## config.mk

```make
export PLATFORM = sky130hd
export DESIGN_NAME = sysctl_regs
export DESIGN_NICKNAME = d
export VERILOG_FILES = /design/src/rtl/sysctl_pkg.sv /design/src/rtl/sysctl_wdec.sv /design/src/rtl/sysctl_field.sv /design/src/rtl/sysctl_rdmux.sv /design/src/rtl/sysctl_regs.sv
export SDC_FILE = /design/constraint.sdc
export NUM_CORES = 1
export LEC_CHECK = 0
export ABC_AREA = 1
export BUFFER_PORTS_ARGS = -buffer_cell sky130_fd_sc_hd__buf_2
export CORE_MARGIN = 2
export CORE_UTILIZATION = 40
export DETAILED_ROUTE_END_ITERATION = 8
export SLEW_MARGIN = 25
export SYNTH_ARGS = -nofsm -noshare
export SYNTH_HDL_FRONTEND = slang
export SYNTH_SLANG_ARGS = --single-unit
export TNS_END_PERCENT = 100
```

## constraint.sdc

```tcl
create_clock -name clk -period 1.4 [get_ports clk]
set_clock_uncertainty 0.1 [all_clocks]
set_input_delay 0.14 -clock clk [delete_from_list [all_inputs] [get_ports clk]]
set_output_delay 0.14 -clock clk [all_outputs]
set_load 0.005 [all_outputs]
```

## src/rtl/sysctl_pkg.sv

```systemverilog
package sysctl_pkg;
   localparam int ADDR_W   = 2;
   localparam int NUM_REGS = 1 << ADDR_W;
   localparam int FLAG_W   = 4;

   typedef enum logic [ADDR_W-1:0] {
      REG_CTRL  = 2'd0,
      REG_IOCFG = 2'd1,
      REG_SWA   = 2'd2,
      REG_SWB   = 2'd3
   } reg_sel_e;

   // order of the switches inside the flag field
   localparam int FLG_PRAM = 0;
   localparam int FLG_DRAM = 1;
   localparam int FLG_STOP = 2;
   localparam int FLG_WAIT = 3;

   typedef enum logic {
      RST_POR_ONLY = 1'b0,
      RST_ANY      = 1'b1
   } rst_class_e;
endpackage

```

## src/rtl/sysctl_wdec.sv

```systemverilog
module sysctl_wdec
   import sysctl_pkg::*;
#(
   parameter int N = NUM_REGS
) (
   input  logic                    sel_n,
   input  logic                    wr_n,
   input  logic [ADDR_W-1:0]       addr,
   input  logic                    hold,
   output logic [N-1:0]            we
);
   logic strobe;
   assign strobe = !sel_n && !wr_n && !hold;

   for (genvar i = 0; i < N; i++) begin : g_dec
      assign we[i] = strobe && (addr == ADDR_W'(i));
   end
endmodule

```

## src/rtl/sysctl_field.sv

```systemverilog
module sysctl_field
   import sysctl_pkg::*;
#(
   parameter int         W   = 16,
   parameter rst_class_e CLS = RST_ANY
) (
   input  logic         clk,
   input  logic         por_n,
   input  logic         any_rst,
   input  logic         we,
   input  logic [W-1:0] d,
   output logic [W-1:0] q
);
   if (W < 1) begin : g_bad_w
      $error("sysctl_field: W must be positive");
   end

   if (CLS == RST_POR_ONLY) begin : g_por_only
      always_ff @(posedge clk) begin
         if (!por_n)
            q <= '0;
         else if (we)
            q <= d;
      end
   end else begin : g_any
      always_ff @(posedge clk) begin
         if (any_rst)
            q <= '0;
         else if (we)
            q <= d;
      end
   end
endmodule

```

## src/rtl/sysctl_rdmux.sv

```systemverilog
module sysctl_rdmux
   import sysctl_pkg::*;
#(
   parameter int W = 16,
   parameter int N = NUM_REGS
) (
   input  logic                  sel_n,
   input  logic [ADDR_W-1:0]     addr,
   input  logic [N-1:0][W-1:0]   words,
   output logic [W-1:0]          rdata
);
   always_comb begin
      rdata = '0;
      if (!sel_n)
         rdata = words[addr];
   end
endmodule

```

## src/rtl/sysctl_regs.sv

```systemverilog
module sysctl_regs
   import sysctl_pkg::*;
#(
   parameter int DATA_W = 16,
   parameter int CFG_W  = 8,
   parameter int BOOT_W = 3
) (
   input  logic              clk,
   input  logic              por_n,
   input  logic              rst_n,
   input  logic              wdog_n,
   input  logic [BOOT_W-1:0] boot_pads,
   input  logic              sel_n,
   input  logic              wr_n,
   input  logic [ADDR_W-1:0] addr,
   input  logic [DATA_W-1:0] wdata,
   output logic [DATA_W-1:0] rdata,
   output logic              pram_ext,
   output logic              dram_ext,
   output logic              stop_block,
   output logic              wait_block,
   output logic [CFG_W-1:0]  iocfg
);
   localparam int FLAG_LSB = BOOT_W;
   localparam int NUM_SW   = NUM_REGS - 2;

   if (BOOT_W + FLAG_W > DATA_W) begin : g_chk_ctrl
      $error("sysctl_regs: control field does not fit the data width");
   end
   if (CFG_W > DATA_W || CFG_W < 1) begin : g_chk_cfg
      $error("sysctl_regs: CFG_W out of range");
   end

   logic                         any_rst;
   logic [NUM_REGS-1:0]          we;
   logic [BOOT_W-1:0]            boot_q;
   logic [FLAG_W-1:0]            flags_q;
   logic [CFG_W-1:0]             cfg_q;
   logic [NUM_SW-1:0][DATA_W-1:0] sw_q;
   logic [NUM_REGS-1:0][DATA_W-1:0] words;

   assign any_rst = !por_n || !rst_n || !wdog_n;

   sysctl_wdec #(.N(NUM_REGS)) u_wdec (
      .sel_n (sel_n),
      .wr_n  (wr_n),
      .addr  (addr),
      .hold  (any_rst),
      .we    (we)
   );

   // boot field: sampled on power-on and system reset, kept across watchdog
   always_ff @(posedge clk) begin
      if (!por_n || !rst_n)
         boot_q <= boot_pads;
   end

   sysctl_field #(.W(FLAG_W), .CLS(RST_ANY)) u_flags (
      .clk     (clk),
      .por_n   (por_n),
      .any_rst (any_rst),
      .we      (we[REG_CTRL]),
      .d       (wdata[FLAG_LSB +: FLAG_W]),
      .q       (flags_q)
   );

   sysctl_field #(.W(CFG_W), .CLS(RST_ANY)) u_cfg (
      .clk     (clk),
      .por_n   (por_n),
      .any_rst (any_rst),
      .we      (we[REG_IOCFG]),
      .d       (wdata[CFG_W-1:0]),
      .q       (cfg_q)
   );

   for (genvar i = 0; i < NUM_SW; i++) begin : g_sw
      sysctl_field #(.W(DATA_W), .CLS(RST_POR_ONLY)) u_sw (
         .clk     (clk),
         .por_n   (por_n),
         .any_rst (any_rst),
         .we      (we[REG_SWA + i]),
         .d       (wdata),
         .q       (sw_q[i])
      );
   end

   always_comb begin
      words = '0;
      words[REG_CTRL][BOOT_W-1:0]              = boot_q;
      words[REG_CTRL][FLAG_LSB +: FLAG_W]      = flags_q;
      words[REG_IOCFG][CFG_W-1:0]              = cfg_q;
      for (int i = 0; i < NUM_SW; i++)
         words[REG_SWA + i]                    = sw_q[i];
   end

   sysctl_rdmux #(.W(DATA_W), .N(NUM_REGS)) u_rdmux (
      .sel_n (sel_n),
      .addr  (addr),
      .words (words),
      .rdata (rdata)
   );

   assign pram_ext   = flags_q[FLG_PRAM];
   assign dram_ext   = flags_q[FLG_DRAM];
   assign stop_block = flags_q[FLG_STOP];
   assign wait_block = flags_q[FLG_WAIT];
   assign iocfg      = cfg_q;
endmodule

```

Word-level counts from Yosys, hierarchy flattened
Cells that the tools add are included.

cells by class
  magnitude comparators = 1
  reduce and logical (&&, ||, !) cells = 15
  mux-type cells = 3
  equal/unequal tests = 3

operators with widths
  kind                                                        count
  binary-select mux 16 bit (select 2 bit)                     1
  2-to-1 mux 16 bit                                           2
  logical AND 1 bit                                           6
  zero test 1 bit                                             6
  equality test 2 bit, second input constant                  2
  less-than comparator 2 x 3 -> 1 bit, second input constant  1
  equality test 2 x 1 -> 1 bit, second input constant         1
  zero test 2 bit                                             1
  logical OR 1 bit                                            2

word-level totals
  input port bits = 27
  register bits = 47

Depth between registers and ports, before layout
Gate-level depths: netlist of the first run.

  word-level depth = 6
  gate-level depth with buffers = 8
  mapped depth without buffers = 6

Hierarchy
A second synthesis of the first run with hierarchy kept.

second synthesis, totals
  cells, all modules = 488
  area, all modules = 2836.5 µm²

modules (own cells, without submodules)
  module                            sequential area each (µm²)  area an instance (µm²)  cells each  instances
  sysctl_field at g_sw[0].u_sw ...  320.3                       674.4                   101         2
  sysctl_rdmux                      0.0                         822.0                   190         1
  sysctl_field at u_cfg             160.2                       341.6                   51          1
  sysctl_field at u_flags           80.1                        172.7                   26          1
  sysctl_regs                       90.1                        102.6                   6           1
  sysctl_wdec                       0.0                         48.8                    13          1

Worst setup path before layout of the first run
OpenSTA, ideal clock, no wires.

  path kind = input to register
  start = in por_n
  end = reg g_sw[1].u_sw.q[0]
  path buffers = 3
  path slack = 254 ps
  data required time = 1190 ps
  arrival time = 936 ps
  stages = 8
  path through = buf_4 nand2_4 nor2_8 clkbuf_8 buf_6 nand4_1 nand2_1 nor2_1

between the ends
  cells in the longest elaborated chain, start to end = 6

ends and longest elaborated chain
  element                         line                text
  start: declaration              sysctl_regs.sv:9    input logic por_n,
  zero test 1 bit                 n/a
  logical OR 1 bit (2 in series)  sysctl_regs.sv:42   assign any_rst = !por_n || !rst_n || !wdog_n;
  zero test 1 bit                 sysctl_wdec.sv:13   assign strobe = !sel_n && !wr_n && !hold;
  logical AND 1 bit               sysctl_wdec.sv:13
  logical AND 1 bit               sysctl_wdec.sv:16   assign we[i] = strobe && (addr == ADDR_W'(i));
  end signal: assignment          sysctl_field.sv:21  q <= '0;
  end signal: assignment          sysctl_field.sv:23  q <= d;
  end: declaration                sysctl_field.sv:12  output logic [W-1:0] q

Several ways; a longest one is shown, not always the timed one.
A chain may end at the register's enable or synchronous reset.

Final worst setup path of the first run
  start = reg g_sw[0].u_sw.q[4]
  end = out rdata[4]

between the ends
  cells in the longest elaborated chain, start to end = 3

ends and longest elaborated chain
  element                                  line                text
  start: declaration                       sysctl_field.sv:12
  start signal: assignment                 sysctl_field.sv:21
  start signal: assignment                 sysctl_field.sv:23
  binary-select mux 16 bit (select 2 bit)  sysctl_rdmux.sv:15  rdata = words[addr];
  2-to-1 mux 16 bit (implied by the code)  sysctl_rdmux.sv:15
  2-to-1 mux 16 bit                        sysctl_rdmux.sv:14  if (!sel_n)
  end: declaration                         sysctl_regs.sv:17   output logic [DATA_W-1:0] rdata,

Every way passes these cells. The select of a mux whose other input is x is not followed.

==> impl_metrics.json, run 1 <==
{
  "syn_avg_cell_area_sq_um": 6.41,
  "start_util": 0.413,
  "synthFlopType": "dfxtp_1",
  "numCtsBuffers": 5,
  "num_io_pins": 55,
  "combPwrFrac": 0.130,
  "worstPathRequired_ns": 1.16,
  "cp_common_cell": "nor2_1",
  "post_cts_buffers": 0,
  "critPathKind": "reg -> out",
  "drc": 0,
  "r2r-start": "g_sw[0].u_sw.q[12]",
  "tightest_slew_ns": 0.342,
  "final_cells": 551,
  "die-area_sq_mm": 0.00722,
  "cpMaxStageDelayCell": "dfxtp_1",
  "synth_top_area_cell": "dfxtp_1",
  "antenna_found_initial": 0,
  "place_inst": 534,
  "swShare": 0.261,
  "max_stage_delay_ns": 0.32,
  "hp-start": "wdata[10]",
  "clock-root-buffer": "clkbuf_8",
  "vias": 2535,
  "syn_area_sq_mm": 0.00262,
  "cap_violations": 0,
  "cp_cell_sequence": "inv_1 -> o21ai_0 -> nor2_1 -> nor2_1 -> buf_2",
  "cellPowerDensity_mw_per_mm2": 777,
  "fin_area_sq_mm": 0.00318,
  "cp-start-kind": "register",
  "wire_per_inst_microns": 11.4,
  "worstReg2RegEnd": "g_sw[0].u_sw.q[12]",
  "via_per_inst": 4.60,
  "grt_overflow": 0,
  "hold_path_end": "g_sw[1].u_sw.q[10]",
  "seqPwrFrac": 0.555,
  "drtIter0Drc": 104,
  "grt_pass1_vias": 2322,
  "fmax_mhz": 746,
  "ys_ff_latch": 47,
  "grt_max_degree": 33,
  "run_status": "finished, final reports clean",
  "clkPwrFrac": 0.316,
  "yosysMostFrequentCell": "nand2_1",
  "layout_min_cycle_time_ns": 1.34,
  "ir_drop_uv": 491,
  "cts.sinks": 47,
  "die_x_microns": 85.0,
  "switching_power_mw": 0.647,
  "antenna_left": 0,
  "p_leak_nw": 1.66,
  "dp_hpwl_microns": 4370,
  "intPower_mw": 1.83,
  "synthCells": 409,
  "crit_buf_inv": 2,
  "htreeDepth": 2,
  "synth_top_cell_area_share": 0.336,
  "dp_slack_ns": 0.0529,
  "ys_seq_area_frac": 0.370,
  "grt_first_pass_wirelength_microns": 10600,
  "synthArstFlopShare": 0,
  "arrival_ns": 1.10,
  "synth_top_cells_by_area": "dfxtp_1 (34%), nand2_1 (20%), inv_1 (12%)",
  "slew_violations": 0,
  "place_area_sq_mm": 0.00300,
  "synth_nets": 436,
  "dieHeight_microns": 85.0,
  "io_buffers": 54,
  "synthTopCellsByCount": "nand2_1 (137), inv_1 (84), nor2_1 (48)",
  "synth_edf_count": 3,
  "fin_crit_sh": 0.957,
  "setup_ws_ns": 0.0604,
  "rrSetupSlack_ns": 0.68,
  "ys.warnings.count": 0,
  "final_nets": 502,
  "firstDrtPassIters": 4,
  "cts_buffer_depth": 2,
  "hold_viol_final": 0,
  "holdCritPathClass": "in -> reg",
  "clk_latency_ns": 0.30,
  "rr_worst_depth": 4,
  "worst_slew_margin_rel": 0.772,
  "gp_congestion": 0.782,
  "fin_util": 0.501,
  "final_layout_size_suffix_gt1_frac": 0.184,
  "synth.distinct_cells": 23,
  "cts_tree": "yes",
  "end_kind": "output pin",
  "coreArea_sq_mm": 0.00635,
  "setup_violations": 0,
  "area_delta_synth_final_pct": 21.4,
  "clk_pin_slew_worst_paths_ns": 0.09,
  "n_antenna_cell": 0,
  "track_usage": 0.182,
  "cpLargestDelayFamily": "flip-flops",
  "rows": 29,
  "hold_depth": 5,
  "crit_fanout": 2,
  "wirelength_microns": 6300,
  "grt_setup_unrepaired": "yes"
}
==> stage by stage <==
stage          power (mW)  hold slack (ns)  TNS (ns)
6_report             2.47           0.0649         0
3_3_place_gp         1.70            0.221         0
4_1_cts              2.49           0.0613         0
3_5_place_dp         1.70            0.220         0
2_1_floorplan        1.58            0.139         0
5_1_grt              2.59           0.0858   -0.0987
==> timing repair <==
action,CTS,global route
endpoints found under the setup margin,0,6
hold endpoints to repair,15,0
gates resized for setup,0,5
hold buffers,11,0
==> registers in the layout, summed over array words and instances (netlist names) <==
register and count:
u_cfg.q 8, u_flags.q 4, g_sw.u_sw.q 32, boot_q 3
==> placed cells by master (no fill, tap or decap), types with 2 or more instances in the layout <==
| cell | netlist | routed |
|---|---|---|
| inv_2 | 2 | 2 |
| nand4_1 | 32 | 32 |
| a21oi_1 | 8 | 8 |
| o21ai_1 | 0 | 3 |
| buf_4 | 2 | 11 |
| nand2_1 | 137 | 136 |
| nand3_1 | 12 | 12 |
| nand3_4 | 4 | 4 |
| o21ai_0 | 7 | 4 |
| inv_1 | 84 | 84 |
| clkbuf_8 | 1 | 5 |
| nor2_1 | 48 | 48 |
| dfxtp_1 | 44 | 44 |
| buf_2 | 8 | 54 |
| nor2_8 | 2 | 2 |
| edfxtp_1 | 3 | 3 |
| dlygate4sd3_1 | 0 | 11 |
| buf_12 | 0 | 3 |
==> per-layer routing <==
layer / part of all wire / vias to the layer above / GRT usage
met2: 0.48 / 49 / 0.305
met5: 0 / - / 0
met4: 0.015 / 0 / 0.0620
met1: 0.46 / 1125 / 0.234
met3: 0.044 / 8 / 0.0379
li1: - / 1353 / -
==> worst max-delay path by stage <==
stage	from	to	slack, ns	cells after the start
2_1_floorplan	por_n	g_sw[1].u_sw.q[0]	0.25	8
3_3_place_gp	addr[0]	rdata[3]	0.06	7
3_5_place_dp	addr[0]	rdata[3]	0.05	7
4_1_cts	g_sw[0].u_sw.q[3]	rdata[3]	0.02	5
5_1_grt	addr[1]	rdata[2]	-0.04	9
6_report	g_sw[0].u_sw.q[4]	rdata[4]	0.06	5
==> power by group through the flow <==
| stage | Combinational, mW | Sequential (mW) | Clock, mW |
|---|---|---|---|
| after floorplan | 0.178 | 1.40 | 0 |
| after global placement | 0.297 | 1.40 | 0 |
| after detailed placement | 0.296 | 1.40 | 0 |
| after CTS | 0.320 | 1.37 | 0.802 |
| after global routing | 0.356 | 1.37 | 0.864 |
| final | 0.321 | 1.37 | 0.781 |
==> worst reg2reg max path, stage by stage, from the launching register on <==
cell	delay (ns)
dfxtp_1	0.34
inv_1	0.04
nand2_1	0.05
inv_1	0.04
nor2_1	0.09
==> layout make-up <==
| type | instances | area, sq um |
|---|---|---|
| Tap cell | 77 | 96.3 |
| Fill cell | 674 | 3170 |
| Clock buffer | 6 | 72.6 |
| Inverter | 87 | 332 |
| Timing Repair Buffer | 80 | 534 |
| Multi-Input combinational cell | 254 | 1180 |
| Sequential cell | 47 | 971 |
==> logic make-up after synthesis <==
logic type / Yosys count / synth area share
AO/OA/AOI/OAI: 16 / 0.0315
buffers and inverters: 108 / 0.181
AND/OR/NAND/NOR: 238 / 0.417
flip-flops: 47 / 0.370
(Power assumes the default switching activity.)
==> run 2, diff against run 1 <==
--- a/config.mk
+++ b/config.mk
@@ -13,5 +13,6 @@
 export SLEW_MARGIN = 25
 export SYNTH_ARGS = -nofsm -noshare
 export SYNTH_HDL_FRONTEND = slang
+export SYNTH_HIERARCHICAL = 1
 export SYNTH_SLANG_ARGS = --single-unit
 export TNS_END_PERCENT = 100
==> constraint.sdc (replaced) <==
create_clock -name clk -period 1.5 [get_ports clk]
set_clock_uncertainty 0.1 [all_clocks]
set_input_delay 0.15 -clock clk [delete_from_list [all_inputs] [get_ports clk]]
set_output_delay 0.15 -clock clk [all_outputs]
set_load 0.005 [all_outputs]
==> impl_metrics.json, run 2 <==
{
  "n_antenna_cell": 0,
  "syn_avg_cell_area_sq_um": 5.81,
  "p_leak_nw": 1.66,
  "die-area_sq_mm": 0.00778,
  "arrival_ns": 1.19,
  "fin_util": 0.481,
  "seqPwrFrac": 0.542,
  "dp_hpwl_microns": 4560,
  "dp_slack_ns": 0.0878,
  "cp-start-kind": "register",
  "wire_per_inst_microns": 9.79,
  "ys_seq_area_frac": 0.342,
  "max_stage_delay_ns": 0.38,
  "synth_top_cells_by_area": "dfxtp_1 (31%), nand2_1 (21%), inv_1 (15%)",
  "vias": 2741,
  "fmax_mhz": 696,
  "dieHeight_microns": 88.2,
  "intPower_mw": 1.73,
  "num_io_pins": 55,
  "place_inst": 640,
  "clk_pin_slew_worst_paths_ns": 0.09,
  "holdCritPathClass": "in -> reg",
  "gp_congestion": 0.753,
  "post_cts_buffers": 0,
  "synth_top_area_cell": "dfxtp_1",
  "slew_violations": 0,
  "setup_ws_ns": 0.0641,
  "clk_latency_ns": 0.29,
  "clock-root-buffer": "clkbuf_8",
  "numCtsBuffers": 5,
  "crit_fanout": 3,
  "end_kind": "output pin",
  "rows": 30,
  "htreeDepth": 2,
  "ir_drop_uv": 343,
  "final_cells": 651,
  "crit_buf_inv": 2,
  "grt_max_degree": 34,
  "synthFlopType": "dfxtp_1",
  "synth_top_cell_area_share": 0.311,
  "drtIter0Drc": 115,
  "layout_min_cycle_time_ns": 1.44,
  "coreArea_sq_mm": 0.00683,
  "synthArstFlopShare": 0,
  "swShare": 0.265,
  "final_nets": 581,
  "antenna_found_initial": 0,
  "cpMaxStageDelayCell": "dfxtp_1",
  "track_usage": 0.175,
  "synth_edf_count": 3,
  "setup_violations": 0,
  "critPathKind": "reg -> out",
  "hold_path_end": "g_sw[1].u_sw/q[11]",
  "regMostFlops": "g_sw.u_sw/q",
  "fin_crit_sh": 0.957,
  "worstPathRequired_ns": 1.25,
  "cap_violations": 0,
  "ys_ff_latch": 47,
  "layout_commonest_cell": "nand2_1",
  "via_per_inst": 4.21,
  "syn_area_sq_mm": 0.00284,
  "synth.distinct_cells": 17,
  "area_delta_synth_final_pct": 15.7,
  "wirelength_microns": 6380,
  "fin_setup_tns_ns": 0,
  "largest_reg_flops": 32,
  "cpLargestDelayFamily": "flip-flops",
  "fill_cells": 790,
  "cp_cell_sequence": "inv_1 -> nand2_1 -> nand3_1 -> a21oi_1 -> buf_2",
  "r2r-start": "u_flags/q[1]",
  "clkPwrFrac": 0.314,
  "cts_buffer_depth": 2,
  "die_x_microns": 88.2,
  "switching_power_mw": 0.626,
  "synthCells": 488,
  "combPwrFrac": 0.144,
  "firstDrtPassIters": 4,
  "io_buffers": 54,
  "ys.warnings.count": 6,
  "cts.sinks": 47,
  "cts_tree": "yes",
  "grt_first_pass_wirelength_microns": 10800,
  "cellPowerDensity_mw_per_mm2": 719,
  "hold_depth": 5,
  "grt_setup_unrepaired": "no",
  "totalPowerFinal_mw": 2.36,
  "run_status": "finished, final reports clean",
  "drc": 0,
  "reg_top3": "g_sw.u_sw/q (32), u_cfg/q (8), u_flags/q (4)",
  "antenna_left": 0,
  "start_util": 0.415,
  "grt_overflow": 0,
  "hold_viol_final": 0,
  "rr_worst_depth": 2,
  "grt_pass1_vias": 2447,
  "rrSetupSlack_ns": 0.81,
  "synthTopCellsByCount": "nand2_1 (157), inv_1 (112), nor2_1 (85)",
  "final_layout_size_suffix_gt1_frac": 0.155,
  "final_cell_mix": "nand2_1 (157), inv_1 (112), nor2_1 (83)",
  "yosysMostFrequentCell": "nand2_1",
  "hp-start": "wdata[11]",
  "worstReg2RegEnd": "u_flags/q[1]"
}
==> run 2: cell types whose count changed after synthesis, sizes merged <==
cell	change
nand2	+20
o21ai	-7
nand4	-32
o21bai	-1
buf	+4
nand3	+17
nor2	+41
inv	+28
conb	+1
a21oi	+8
==> run 2: worst min-delay path: stages <==
cell     delay, ns
buf_2         0.10
inv_1         0.04
nand2_1       0.04
nand2_1       0.05
nor2_1        0.03
==> run 2: what timing repair did <==
action                                  4_1_cts  5_1_grt
endpoints found under the setup margin        0       11
hold endpoints to repair                      3        0
hold buffers                                  3        0
resized for setup                             0        3
==> run 2: area by class of cell <==
type	count	area, sq um	share of cell area
multi-input combinational	317	1280	0.389
sequential	47	972	0.296
inverter	115	435	0.133
timing repair buffer	68	395	0.120
tap	96	120	0.0366
clock buffer	7	76.3	0.0232
clock inverter	1	5.00	0.00152
==> run 2: stage by stage <==
step                cell area, sq um  hold WS [ns]
floorplan                       2900         0.149
global placement                3170         0.232
detailed placement              3170         0.229
CTS                             3280        0.0500
global route                    3280        0.0624
finish                          3280        0.0546
==> run 2: worst max-delay path by stage <==
| stage | start | end | slack, ns | cells past startpoint |
|---|---|---|---|---|
| after floorplan | wdog_n | g_sw[0].u_sw/q[14] | 0.28 | 8 |
| after global placement | addr[1] | rdata[0] | 0.12 | 5 |
| after detailed placement | addr[0] | rdata[13] | 0.09 | 6 |
| after CTS | u_cfg/q[2] | rdata[2] | 0.06 | 5 |
| after global routing | u_cfg/q[2] | rdata[2] | 0.0008 | 5 |
| final | u_cfg/q[2] | rdata[2] | 0.06 | 5 |
==> run 2: cells by family after synthesis <==
logic type,after synthesis,synth area share
buffers and inverters,140,0.230
DFF,47,0.342
AOI/OAI and AO/OA,16,0.0282
and+or+nand+nor,284,0.398
other,1,0.00132
==> run 2: layer usage <==
metal / vias to the layer above / track usage / routed length (microns)
met3: 6 / 0.0317 / 267
met2: 49 / 0.308 / 3030
met4: 0 / 0.0413 / 63
met1: 1195 / 0.223 / 3010
met5: - / 0 / 0
li1: 1491 / - / -
==> run 2: power groups by stage <==
stage / Combinational, mW / Clock, mW / Sequential, mW
finish: 0.339 / 0.742 / 1.28
global route: 0.393 / 0.808 / 1.28
global placement: 0.331 / 0 / 1.31
detailed placement: 0.334 / 0 / 1.31
CTS: 0.341 / 0.762 / 1.28
floorplan: 0.234 / 0 / 1.31
==> run 3, diff against run 2 <==
--- a/config.mk
+++ b/config.mk
@@ -8,8 +8,9 @@
 export ABC_AREA = 1
 export BUFFER_PORTS_ARGS = -buffer_cell sky130_fd_sc_hd__buf_2
 export CORE_MARGIN = 2
-export CORE_UTILIZATION = 40
+export CORE_UTILIZATION = 30
 export DETAILED_ROUTE_END_ITERATION = 8
+export PLACE_DENSITY = 0.51
 export SLEW_MARGIN = 25
 export SYNTH_ARGS = -nofsm -noshare
 export SYNTH_HDL_FRONTEND = slang
==> impl_metrics.json, run 3 (synthesized netlist as in run 2, its figures left out) <==
{
  "die_x_microns": 101,
  "gp_congestion": 0.792,
  "hold_viol_final": 0,
  "worstReg2RegEnd": "u_flags/q[1]",
  "final_layout_size_suffix_gt1_frac": 0.174,
  "fin_util": 0.369,
  "reg_top3": "g_sw.u_sw/q (32), u_cfg/q (8), u_flags/q (4)",
  "layout_commonest_cell": "nand2_1",
  "slew_violations": 0,
  "final_cell_mix": "nand2_1 (157), inv_1 (112), nor2_1 (83)",
  "endpoint": "rdata[2]",
  "coreArea_sq_mm": 0.00920,
  "critPathKind": "in -> out",
  "grt_pass1_vias": 2671,
  "place_area_sq_mm": 0.00321,
  "switching_power_mw": 0.687,
  "numCtsBuffers": 5,
  "grt_overflow": 0,
  "cellPowerDensity_mw_per_mm2": 795,
  "drtIter0Drc": 59,
  "grt_max_degree": 36,
  "cts_tree": "yes",
  "wirelength_microns": 6800,
  "firstDrtPassIters": 4,
  "end_kind": "output pin",
  "startpoint": "addr[1]",
  "area_delta_synth_final_pct": 19.5,
  "start_util": 0.308,
  "via_per_inst": 4.14,
  "n_antenna_cell": 0,
  "htreeDepth": 2,
  "clock-root-buffer": "clkbuf_8",
  "intPower_mw": 2.01,
  "worstPathRequired_ns": 1.25,
  "largest_reg_flops": 32,
  "use_met2": 0.251,
  "ir_drop_uv": 455,
  "final_nets": 579,
  "r2r-start": "u_flags/q[1]",
  "num_io_pins": 55,
  "fin_area_sq_mm": 0.00339,
  "track_usage": 0.142,
  "setup_violations": 0,
  "rrSetupSlack_ns": 0.80,
  "wire_per_inst_microns": 10.2,
  "antenna_left": 0,
  "rr_worst_depth": 2,
  "crit_fanout": 16,
  "cts_buffer_depth": 2,
  "fin_crit_sh": 0.938,
  "totalPowerFinal_mw": 2.70,
  "io_buffers": 54,
  "swShare": 0.255,
  "dp_hpwl_microns": 4680,
  "antenna_found_initial": 0,
  "dieHeight_microns": 101,
  "grt_first_pass_wirelength_microns": 11700,
  "grt_busiest_layer": "met2",
  "clkPwrFrac": 0.396,
  "vias": 2746,
  "rows": 35,
  "hold_slack_ns": 0.0365,
  "met1_usage": 0.174,
  "holdCritPathClass": "in -> reg",
  "cp-start-kind": "input pin",
  "fmax_mhz": 711,
  "clk_latency_ns": 0.30,
  "arrival_ns": 1.16,
  "p_leak_nw": 1.68,
  "cap_violations": 0,
  "run_status": "finished, final reports clean",
  "post_cts_buffers": 0,
  "combPwrFrac": 0.130,
  "seqPwrFrac": 0.474,
  "grt.met3_usage": 0.0276,
  "layout_min_cycle_time_ns": 1.41,
  "regMostFlops": "g_sw.u_sw/q",
  "drc": 0,
  "die-area_sq_mm": 0.0102,
  "clk_pin_slew_worst_paths_ns": 0.09,
  "cts.sinks": 47
}
## run 3: worst max-delay path: stages
cell      delay (ns)
buf_2           0.27
clkinv_2        0.32
nand3_1         0.20
a21oi_1         0.08
buf_2           0.13
## run 3: worst min-delay path by stage
| stage | slack [ns] | to | cells after the start | startpoint |
|---|---|---|---|---|
| final | 0.04 | g_sw[0].u_sw/q[10] | 5 | wdata[10] |
| after global routing | 0.04 | g_sw[0].u_sw/q[10] | 5 | wdata[10] |
| after CTS | 0.03 | g_sw[1].u_sw/q[10] | 5 | wdata[10] |
| after detailed placement | 0.23 | boot_q[2] | 1 | boot_pads[2] |
| after global placement | 0.23 | boot_q[2] | 1 | boot_pads[2] |
| after floorplan | 0.15 | boot_q[0] | 0 | boot_pads[0] |
## run 3: area by class of cell
class | count | area (sq um)
clock buffer | 7 | 97.6
inverter | 115 | 435
sequential | 47 | 983
multi-input combinational | 317 | 1290
clock inverter | 1 | 30.0
tap | 111 | 139
fill | 1056 | 5810
timing repair buffer | 66 | 418
## run 3: per-stage QoR
step | TNS, ns | worst slack (ns) | instances
finish | 0 | 0.0936 | 664
global placement | 0 | 0.0808 | 653
CTS | 0 | 0.0273 | 664
global route | -0.00110 | -0.00110 | 664
detailed placement | 0 | 0.0924 | 653
floorplan | 0 | 0.275 | 504
## run 3: power groups by stage
stage / registers, mW / clock network [mW] / logic (mW)
global placement: 1.31 / 0 / 0.342
CTS: 1.28 / 1.10 / 0.353
detailed placement: 1.31 / 0 / 0.346
finish: 1.28 / 1.07 / 0.349
global route: 1.28 / 1.15 / 0.406
floorplan: 1.31 / 0 / 0.234
## run 3: what timing repair did
item                                   4_1_cts  5_1_grt
endpoints found under the hold margin        3        0
gates resized for setup                      0       14
hold buffers                                 3        0
setup endpoints to repair                    0       10
## run 3: layer usage
layer  up-vias  routed length (microns)
met5         -                        0
met3         6                      230
met4         0                       77
li1       1489                        -
met1      1210                     3220
met2        41                     3270
